[config.mk]
export PLATFORM = sky130hd
export DESIGN_NAME = mcs_top
export DESIGN_NICKNAME = d
export VERILOG_FILES = /design/src/rtl/mcs_pkg.sv /design/src/rtl/mcs_arbiter.sv /design/src/rtl/mcs_code_gen.sv /design/src/rtl/mcs_top.sv
export SDC_FILE = /design/constraint.sdc
export NUM_CORES = 1
export LEC_CHECK = 0
export ABC_AREA = 1
export CAP_MARGIN = 20
export CORE_MARGIN = 3
export CORE_UTILIZATION = 38
export DETAILED_ROUTE_END_ITERATION = 7
export DONT_BUFFER_PORTS = 1
export HOLD_SLACK_MARGIN = 0.05
export PLACE_DENSITY = 0.63
export SYNTH_ARGS = -nofsm -noshare
export SYNTH_HDL_FRONTEND = slang
export SYNTH_HIERARCHICAL = 1
export SYNTH_SLANG_ARGS = --single-unit
[constraint.sdc]
create_clock -name clk -period 1.6 [get_ports clk]
set_input_delay 0.32 -clock clk [delete_from_list [all_inputs] [get_ports clk]]
set_output_delay 0.32 -clock clk [all_outputs]
set_load 0.01 [all_outputs]
[src/rtl/mcs_pkg.sv]
package mcs_pkg;
  typedef enum logic [2:0] {
    ST_FETCH = 3'd0,
    ST_EXEC  = 3'd1,
    ST_IDLE  = 3'd2,
    ST_DMA   = 3'd3,
    ST_INTR  = 3'd4
  } mcs_st_e;

  localparam int CYC_W = 2;
  localparam int SC_W  = 3;

  localparam logic [CYC_W-1:0] CYC_FETCH = 2'd0;
  localparam logic [CYC_W-1:0] CYC_EXEC  = 2'd1;
  localparam logic [CYC_W-1:0] CYC_DMA   = 2'd2;
  localparam logic [CYC_W-1:0] CYC_INTR  = 2'd3;

  localparam logic [SC_W-1:0] SC_FETCH   = 3'b011;
  localparam logic [SC_W-1:0] SC_EXEC    = 3'b111;
  localparam logic [SC_W-1:0] SC_EXEC_IO = 3'b110;
  localparam logic [SC_W-1:0] SC_DMA     = 3'b101;
  localparam logic [SC_W-1:0] SC_INTR    = 3'b100;
endpackage

[src/rtl/mcs_arbiter.sv]
module mcs_arbiter
  import mcs_pkg::*;
#(
  parameter int NIB_W        = 4,
  parameter int IO_HI        = 6,
  parameter int HALT_OP      = 0,
  parameter bit DMA_IN_FIRST = 1'b1
) (
  input  mcs_st_e            cur_st,
  input  logic               load_n,
  input  logic               dma_in_req,
  input  logic               dma_out_req,
  input  logic               intr_req,
  input  logic               ie,
  input  logic [NIB_W-1:0]   op_hi,
  input  logic [NIB_W-1:0]   op_lo,
  output mcs_st_e            nxt_st,
  output logic               nxt_io,
  output logic               nxt_wr
);
  localparam int OP_W = 2 * NIB_W;
  localparam logic [OP_W-1:0]  HALT_CODE = OP_W'(HALT_OP);
  localparam logic [NIB_W-1:0] IO_CODE   = NIB_W'(IO_HI);

  logic dma_any;
  logic dir_in;
  assign dma_any = dma_in_req | dma_out_req;

  generate
    if (DMA_IN_FIRST) begin : g_in_first
      assign dir_in = dma_in_req;
    end else begin : g_out_first
      assign dir_in = ~dma_out_req;
    end
  endgenerate

  always_comb begin
    nxt_st = ST_FETCH;
    nxt_io = 1'b0;
    nxt_wr = 1'b0;
    if (cur_st == ST_FETCH) begin
      nxt_io = (op_hi == IO_CODE);
      nxt_st = ({op_hi, op_lo} == HALT_CODE) ? ST_IDLE : ST_EXEC;
      if ({op_hi, op_lo} == HALT_CODE) nxt_io = 1'b0;
    end else if (dma_any) begin
      nxt_st = ST_DMA;
      nxt_wr = dir_in;
    end else if (intr_req && ie && load_n) begin
      nxt_st = ST_INTR;
    end else if (!load_n || cur_st == ST_IDLE) begin
      nxt_st = ST_IDLE;
    end else begin
      nxt_st = ST_FETCH;
    end
  end
endmodule

[src/rtl/mcs_code_gen.sv]
module mcs_code_gen
  import mcs_pkg::*;
(
  input  mcs_st_e         st,
  input  logic            io,
  output logic [CYC_W-1:0] cyc,
  output logic [SC_W-1:0]  sc
);
  always_comb begin
    unique case (st)
      ST_FETCH: begin cyc = CYC_FETCH; sc = SC_FETCH; end
      ST_EXEC:  begin cyc = CYC_EXEC;  sc = io ? SC_EXEC_IO : SC_EXEC; end
      ST_IDLE:  begin cyc = CYC_EXEC;  sc = SC_EXEC; end
      ST_DMA:   begin cyc = CYC_DMA;   sc = SC_DMA; end
      ST_INTR:  begin cyc = CYC_INTR;  sc = SC_INTR; end
      default:  begin cyc = CYC_EXEC;  sc = SC_EXEC; end
    endcase
  end
endmodule

[src/rtl/mcs_top.sv]
module mcs_top
  import mcs_pkg::*;
#(
  parameter int NIB_W        = 4,
  parameter int IO_HI        = 6,
  parameter int HALT_OP      = 0,
  parameter bit DMA_IN_FIRST = 1'b1
) (
  input  logic             clk,
  input  logic             rst,
  input  logic             cyc_end,
  input  logic             load_n,
  input  logic             dma_in_req,
  input  logic             dma_out_req,
  input  logic             intr_req,
  input  logic             ie,
  input  logic [NIB_W-1:0] op_hi,
  input  logic [NIB_W-1:0] op_lo,
  output logic [1:0]       cyc_o,
  output logic [2:0]       sc_o,
  output logic             idle_o,
  output logic             dma_wr_o,
  output logic             save_t_o,
  output logic             force_xp_o,
  output logic             inc_r0_o
);
  mcs_st_e          st_q;
  mcs_st_e          nxt_st;
  logic             nxt_io;
  logic             nxt_wr;
  logic [CYC_W-1:0] nxt_cyc;
  logic [SC_W-1:0]  nxt_sc;

  mcs_arbiter #(
    .NIB_W(NIB_W), .IO_HI(IO_HI), .HALT_OP(HALT_OP), .DMA_IN_FIRST(DMA_IN_FIRST)
  ) arb_i (
    .cur_st(st_q), .load_n(load_n), .dma_in_req(dma_in_req),
    .dma_out_req(dma_out_req), .intr_req(intr_req), .ie(ie),
    .op_hi(op_hi), .op_lo(op_lo),
    .nxt_st(nxt_st), .nxt_io(nxt_io), .nxt_wr(nxt_wr)
  );

  mcs_code_gen code_i (
    .st(nxt_st), .io(nxt_io), .cyc(nxt_cyc), .sc(nxt_sc)
  );

  always_ff @(posedge clk) begin
    if (rst) begin
      st_q       <= ST_IDLE;
      cyc_o      <= CYC_EXEC;
      sc_o       <= SC_EXEC;
      idle_o     <= 1'b1;
      dma_wr_o   <= 1'b0;
      save_t_o   <= 1'b0;
      force_xp_o <= 1'b0;
      inc_r0_o   <= 1'b0;
    end else if (cyc_end) begin
      st_q       <= nxt_st;
      cyc_o      <= nxt_cyc;
      sc_o       <= nxt_sc;
      idle_o     <= (nxt_st == ST_IDLE);
      dma_wr_o   <= (nxt_st == ST_DMA) && nxt_wr;
      save_t_o   <= (nxt_st == ST_INTR);
      force_xp_o <= (nxt_st == ST_INTR);
      inc_r0_o   <= (st_q == ST_DMA);
    end else begin
      save_t_o   <= 1'b0;
      force_xp_o <= 1'b0;
      inc_r0_o   <= 1'b0;
    end
  end


  hold_chk: assert property (@(posedge clk) disable iff (rst)
    !cyc_end |=> $stable(cyc_o) && $stable(sc_o) && !save_t_o && !inc_r0_o);


  fetch_then_exec_chk: assert property (@(posedge clk) disable iff (rst)
    cyc_end && cyc_o == CYC_FETCH |=> cyc_o == CYC_EXEC);


  dma_first_chk: assert property (@(posedge clk) disable iff (rst)
    cyc_end && cyc_o != CYC_FETCH && (dma_in_req || dma_out_req) |=> cyc_o == CYC_DMA);


  intr_gate_chk: assert property (@(posedge clk) disable iff (rst)
    cyc_end && !(ie && load_n) |=> cyc_o != CYC_INTR);


  save_pair_chk: assert property (@(posedge clk) disable iff (rst)
    save_t_o |-> force_xp_o && cyc_o == CYC_INTR);


  inc_after_dma_chk: assert property (@(posedge clk) disable iff (rst)
    inc_r0_o |-> $past(cyc_o) == CYC_DMA);


  load_no_fetch_chk: assert property (@(posedge clk) disable iff (rst)
    cyc_end && !load_n && cyc_o != CYC_FETCH |=> cyc_o != CYC_FETCH);
endmodule

==> results of run 1 <==
## power by group
group	internal, mW	switching, mW	leakage (nW)
clock	0.138	0.103	0.0210
sequential	0.319	0.0239	0.0996
combinational	0.0376	0.0585	0.218
total	0.495	0.185	0.338
## how the worst max path moves through the flow
stage,slack [ns],cells past startpoint,from,endpoint
6_report,0.18,11,st_q[2]$_SDFFE_PP0P_,dma_wr_o$_SDFFE_PP0P_
5_1_grt,0.04,11,st_q[2]$_SDFFE_PP0P_,dma_wr_o$_SDFFE_PP0P_
4_1_cts,0.14,11,st_q[2]$_SDFFE_PP0P_,dma_wr_o$_SDFFE_PP0P_
3_5_place_dp,0.17,11,st_q[1]$_SDFFE_PP1P_,sc_o[0]$_SDFFE_PP1P_
3_3_place_gp,0.19,11,st_q[1]$_SDFFE_PP1P_,sc_o[0]$_SDFFE_PP1P_
2_1_floorplan,0.16,8,st_q[2]$_SDFFE_PP0P_,cyc_o[0]$_SDFFE_PP1P_
## metrics by stage
step / total power [mW] / util, %
after floorplan: 0.434 / -
after global placement: 0.443 / 42.3
after detailed placement: 0.445 / 42.3
after CTS: 0.691 / 44.6
after global routing: 0.724 / 44.8
final: 0.680 / 44.8
## cell type report
type	instances	area (µm²)	share of cell area, %
Clock buffer	4	36.3	5.13
Inverter	13	51.3	7.26
Multi-Input combinational cell	71	340	48.1
Sequential cell	12	244	34.5
Tap cell	16	20.0	2.83
Timing Repair Buffer	2	15.0	2.12
## placed cells by master (no fill, tap or decap)
| cell type | n |
|---|---|
| nor3_1 | 3 |
| a21oi_1 | 2 |
| o21ai_0 | 2 |
| nand2_1 | 29 |
| inv_4 | 1 |
| buf_4 | 2 |
| o211ai_2 | 1 |
| dfxtp_2 | 3 |
| nand3_1 | 8 |
| o21ai_2 | 1 |
| nor3_4 | 1 |
| inv_2 | 2 |
| dfxtp_1 | 9 |
| nand2_2 | 3 |
| clkbuf_8 | 1 |
| inv_1 | 10 |
| a21oi_2 | 3 |
| nor2_2 | 2 |
| o21ai_1 | 1 |
| nor2_1 | 15 |
| clkbuf_4 | 3 |
## cells by family after synthesis
logic type	after synthesis	share of synthesized area, %
DFF	12	36.1
AOI/OAI and AO/OA	10	10.9
buffers and inverters	16	12.8
and+or+nand+nor	61	40.2
## routing by layer
metal / up-vias / track usage, %
met5: - / 0
met4: 0 / 3.23
met3: 0 / 7.89
met2: 13 / 21.9
met1: 267 / 16.4
li1: 311 / -
## sequential cells by signal, indices dropped and copies added (netlist names)
name,count
cyc_o,2
dma_wr_o,1
force_xp_o,1
idle_o,1
inc_r0_o,1
sc_o,3
st_q,3
==> flow_metrics.py, run 1 <==
metrics = {
    "sta": {
        "finalHoldViolations": 0,
        "maxSlewViolCount": 0,
        "finalSetupViolCount": 0,
        "tightest_slew_ns": 0.198,
        "finalSetupTns_ns": 0,
        "rsz0062_at_grt": "false",
        "holdWs_ns": 0.0933,
        "fmax_mhz": 706,
        "slew_headroom_pct": 86.8,
        "fin_crit_ns": 1.42,
        "fin_skew_ns": 0.00589,
        "post-route-period-util_pct": 88.6,
        "setup_slack_ns": 0.183,
    },
    "placement": {
        "dpl-instance-area_um2": 667,
        "placed_cells": 114,
        "port_buffers": 0,
        "routabilityCongestion": 0.729,
        "post-place-ws_ns": 0.167,
        "hpwl_um": 1010,
    },
    "worst_setup_path": {
        "cp_slowest_stage_delay_ns": 0.35,
        "cp-start-kind": "flop",
        "r2r-start": "st_q[2]$_SDFFE_PP0P_",
        "worstPathRequired_ns": 1.81,
        "crit_chain": "nor2_2 > nand2_1 > nand2_1 > nand2_1 > nand2_1 > nand2_1 > inv_1 > inv_1 > nor2_1 > nand3_1 > a21oi_1",
        "endpoint_kind": "flop",
        "crit_family": "simple AND/OR/NAND/NOR gates",
        "rr_worst_depth": 11,
        "arrival_ns": 1.62,
        "path_class": "reg -> reg",
        "worst_path_max_delay_cell": "dfxtp_2",
        "critPathBufInv": 2,
        "timing.rr.end": "dma_wr_o$_SDFFE_PP0P_",
        "r2r_slack_ns": 0.18,
        "cp_max_fo": 4,
        "cpMostUsedCell": "nand2_1",
    },
    "drt": {
        "wl_um": 1270,
        "drtAntennaViolNets": 0,
        "first_pass_iters": 4,
        "vias": 591,
        "wl_met2_um": 622,
        "highest_layer": "met3",
        "wl_met1_um": 570,
        "dr_wl_met3_um": 81,
        "drc_errors": 0,
        "viasPerCell": 5.01,
        "first_iter_violations": 9,
        "wl_per_cell_um": 10.8,
    },
    "cts": {
        "clk_path_buf_depth": 2,
        "cts_buffers": 3,
        "ctsHoldBuffers": 0,
        "cts_sinks": 12,
        "root_buffer": "clkbuf_4",
        "htree_num_levels": 1,
        "postCtsResizedCells": 0,
        "clk_transition_reported_paths_ns": 0.08,
        "clk_latency_ns": 0.28,
        "cts_setup_buffers": 0,
        "cts_tree": "yes",
    },
    "synth": {
        "synth_area_per_cell_um2": 6.72,
        "synth_cells": 99,
        "synth.cell_area_um2": 666,
        "ys_top_cells_by_area": "dfxtp_1, nand2_1, nor2_1",
        "synthArstFlopShare_pct": 0,
        "ys_seq_elements": 12,
        "yosysMostFrequentCell": "nand2_1",
        "synth_common_cells": "nand2_1, nor2_1, dfxtp_1",
        "synth_top_area_cell": "dfxtp_1",
        "synth_top_area_share_pct": 36.1,
        "synthesis.nets": 115,
        "synth.distinct_cells": 20,
        "ys_seq_area_share_pct": 36.1,
        "synth_edf_count": 0,
        "ys.flop_type": "dfxtp_1",
        "yosys_warnings": 6,
    },
    "floorplan": {
        "initial_core_util_pct": 42.2,
        "die_area_um2": 2290,
        "die_h_um": 47.9,
        "pin_count": 26,
        "rows": 14,
        "core_area_um2": 1580,
        "die_w_um": 47.9,
    },
    "cells_and_area": {
        "num_antenna_cells": 0,
        "postLayoutCellArea_um2": 707,
        "area_growth_pct": 6.20,
        "final_cells": 118,
        "drive_above_1_share_pct": 22.5,
        "final_nets": 119,
        "fillers": 162,
    },
    "hold_path": {
        "hold_start": "rst",
        "hold_end": "st_q[0]$_SDFFE_PP0P_",
        "min_path_type": "in -> reg",
        "min_path_cells": 1,
    },
    "grt": {
        "grt_pass1_vias": 528,
        "overflow": 0,
        "grt_pass1_wl_um": 2180,
        "track_usage_pct": 13.9,
        "antenna_found_initial": 0,
        "grt_max_degree": 13,
    },
    "power": {
        "p_leak_nw": 0.338,
        "vdd_drop_max_uv": 610,
        "power_density_nw_per_um2": 962,
    },
    "outcome": {
        "status": "completed",
    },
    "flow_run": {
        "maxCapViolations": 0,
    },
}
Power figures use the tool's default switching activity.
==> run 2: changes to the inputs <==
--- a/config.mk
+++ b/config.mk
@@ -7,12 +7,11 @@
 export LEC_CHECK = 0
 export ABC_AREA = 1
 export CAP_MARGIN = 20
-export CORE_MARGIN = 3
 export CORE_UTILIZATION = 38
 export DETAILED_ROUTE_END_ITERATION = 7
 export DONT_BUFFER_PORTS = 1
 export HOLD_SLACK_MARGIN = 0.05
-export PLACE_DENSITY = 0.63
+export PLACE_DENSITY = 0.55
 export SYNTH_ARGS = -nofsm -noshare
 export SYNTH_HDL_FRONTEND = slang
 export SYNTH_HIERARCHICAL = 1
==> run 2 against run 1 <==
  * The flow now finishes with violations (design-rule violations)
  * Critical path depth is 1 lower
  * Via count is 0.34% higher
  * Core utilization is 1.1 points lower
  * Highest routed layer is now met4
  * Flip-flop and latch count stayed put
  * Critical path type unchanged
==> flow_metrics.py, run 2 (synthesis gave the netlist of run 1 again) <==
metrics = {
    "outcome": {
        "status": "finished with violations",
        "violations": "design-rule violations",
    },
    "worst_setup_path": {
        "crit_start": "st_q[1]$_SDFFE_PP1P_",
        "arrival_ns": 1.57,
        "r2r_slack_ns": 0.18,
        "cp_max_fo": 7,
        "rr_worst_depth": 10,
        "timing.rr.end": "sc_o[0]$_SDFFE_PP1P_",
        "r2r-start": "st_q[1]$_SDFFE_PP1P_",
        "path_class": "reg -> reg",
        "endpoint_kind": "flop",
        "worstPathRequired_ns": 1.75,
        "cp-start-kind": "flop",
    },
    "placement": {
        "placed_cells": 114,
        "hpwl_um": 919,
        "port_buffers": 0,
        "dpl-instance-area_um2": 667,
        "routabilityCongestion": 0.802,
    },
    "sta": {
        "tightest_slew_ns": 0.236,
        "fmax_mhz": 703,
        "slew_headroom_pct": 84.1,
        "fin_crit_ns": 1.42,
        "finalSetupTns_ns": 0,
        "finalHoldViolations": 0,
        "maxSlewViolCount": 0,
        "holdWs_ns": 0.105,
        "finalSetupViolCount": 0,
        "post-route-period-util_pct": 88.8,
        "fin_skew_ns": 0.00196,
        "rsz0062_at_grt": "false",
    },
    "power": {
        "p_leak_nw": 0.331,
        "power_density_nw_per_um2": 889,
        "vdd_drop_max_uv": 276,
    },
    "cts": {
        "cts_sinks": 12,
        "root_buffer": "clkbuf_4",
        "cts_tree": "yes",
        "cts_setup_buffers": 0,
        "clk_latency_ns": 0.26,
        "cts_buffers": 3,
        "postCtsResizedCells": 0,
        "clk_transition_reported_paths_ns": 0.07,
        "clk_path_buf_depth": 2,
        "ctsHoldBuffers": 0,
        "htree_num_levels": 1,
    },
    "cells_and_area": {
        "final_util_pct": 43.7,
        "final_nets": 119,
        "mostFrequentLayoutCells": "nand2_1, nor2_1, dfxtp_1",
        "area_growth_pct": 3.57,
        "final_cells": 117,
        "reg_top3": "sc_o: 3 flops, st_q: 3 flops, cyc_o: 2 flops",
        "layout.cells.most_common": "nand2_1",
        "num_antenna_cells": 0,
        "drive_above_1_share_pct": 18.8,
        "postLayoutCellArea_um2": 689,
    },
    "hold_path": {
        "hold_end": "st_q[0]$_SDFFE_PP0P_",
        "min_path_type": "in -> reg",
        "hold_start": "rst",
        "min_path_cells": 1,
    },
    "grt": {
        "grt_max_degree": 13,
        "track_usage_pct": 14.1,
        "grt_pass1_vias": 500,
        "overflow": 0,
        "antenna_found_initial": 0,
        "grt_pass1_wl_um": 1980,
    },
    "drt": {
        "wl_per_cell_um": 9.83,
        "first_pass_iters": 8,
        "first_iter_violations": 11,
        "viasPerCell": 5.07,
        "drtAntennaViolNets": 0,
        "vias": 593,
        "drc_errors": 2,
        "wl_um": 1150,
    },
    "floorplan": {
        "die_w_um": 43.9,
        "die_h_um": 43.9,
        "rows": 14,
        "initial_core_util_pct": 42.2,
        "pin_count": 26,
        "die_area_um2": 1920,
        "core_area_um2": 1580,
    },
    "flow_run": {
        "maxCapViolations": 0,
    },
}
run 2: cell count changes in the layout (fill, tap and decap cells not counted):
cell / delta
clkbuf_8: -1
dfxtp_1: +3
dfxtp_2: -3
run 2: worst max-delay path by stage:
stage | to | slack, ns | depth (start not counted)
after global placement | sc_o[0]$_SDFFE_PP1P_ | 0.16 | 9
after global routing | sc_o[0]$_SDFFE_PP1P_ | 0.001 | 11
after detailed placement | sc_o[0]$_SDFFE_PP1P_ | 0.18 | 11
final | sc_o[0]$_SDFFE_PP1P_ | 0.18 | 10
after floorplan | cyc_o[0]$_SDFFE_PP1P_ | 0.16 | 8
after CTS | sc_o[0]$_SDFFE_PP1P_ | 0.16 | 11
run 2: power breakdown:
| part | switching [mW] | internal [mW] |
|---|---|---|
| combinational | 0.0575 | 0.0375 |
| clock | 0.0905 | 0.0869 |
| sequential | 0.0231 | 0.318 |
run 2: final cells by class:
class	instances	area (µm²)
multi-input combinational	71	340
fill	184	887
timing repair buffer	2	15.0
clock buffer	3	22.5
tap	16	20.0
sequential	12	240
inverter	13	51.3
run 2: critical path, cell delays in order (launching register included):
cell and delay, ns:
dfxtp_1 0.44, inv_1 0.08, a21oi_2 0.16, a21oi_1 0.06, buf_4 0.17, nor2_2 0.09, nand2_1 0.08, nand2_1 0.06
nand2_1 0.05, nand2_1 0.06, nand3_1 0.06
run 2: through the flow:
stage	worst slack [ns]	power, mW
2_1_floorplan	0.163	0.434
3_3_place_gp	0.162	0.443
6_report	0.178	0.613
3_5_place_dp	0.175	0.444
4_1_cts	0.161	0.621
5_1_grt	0.000976	0.659
run 2: layer usage:
layer	GRT usage [%]	wire length, µm
met1	20.2	553
met2	19.1	524
met3	2.50	56
met4	9.09	15
met5	0	0
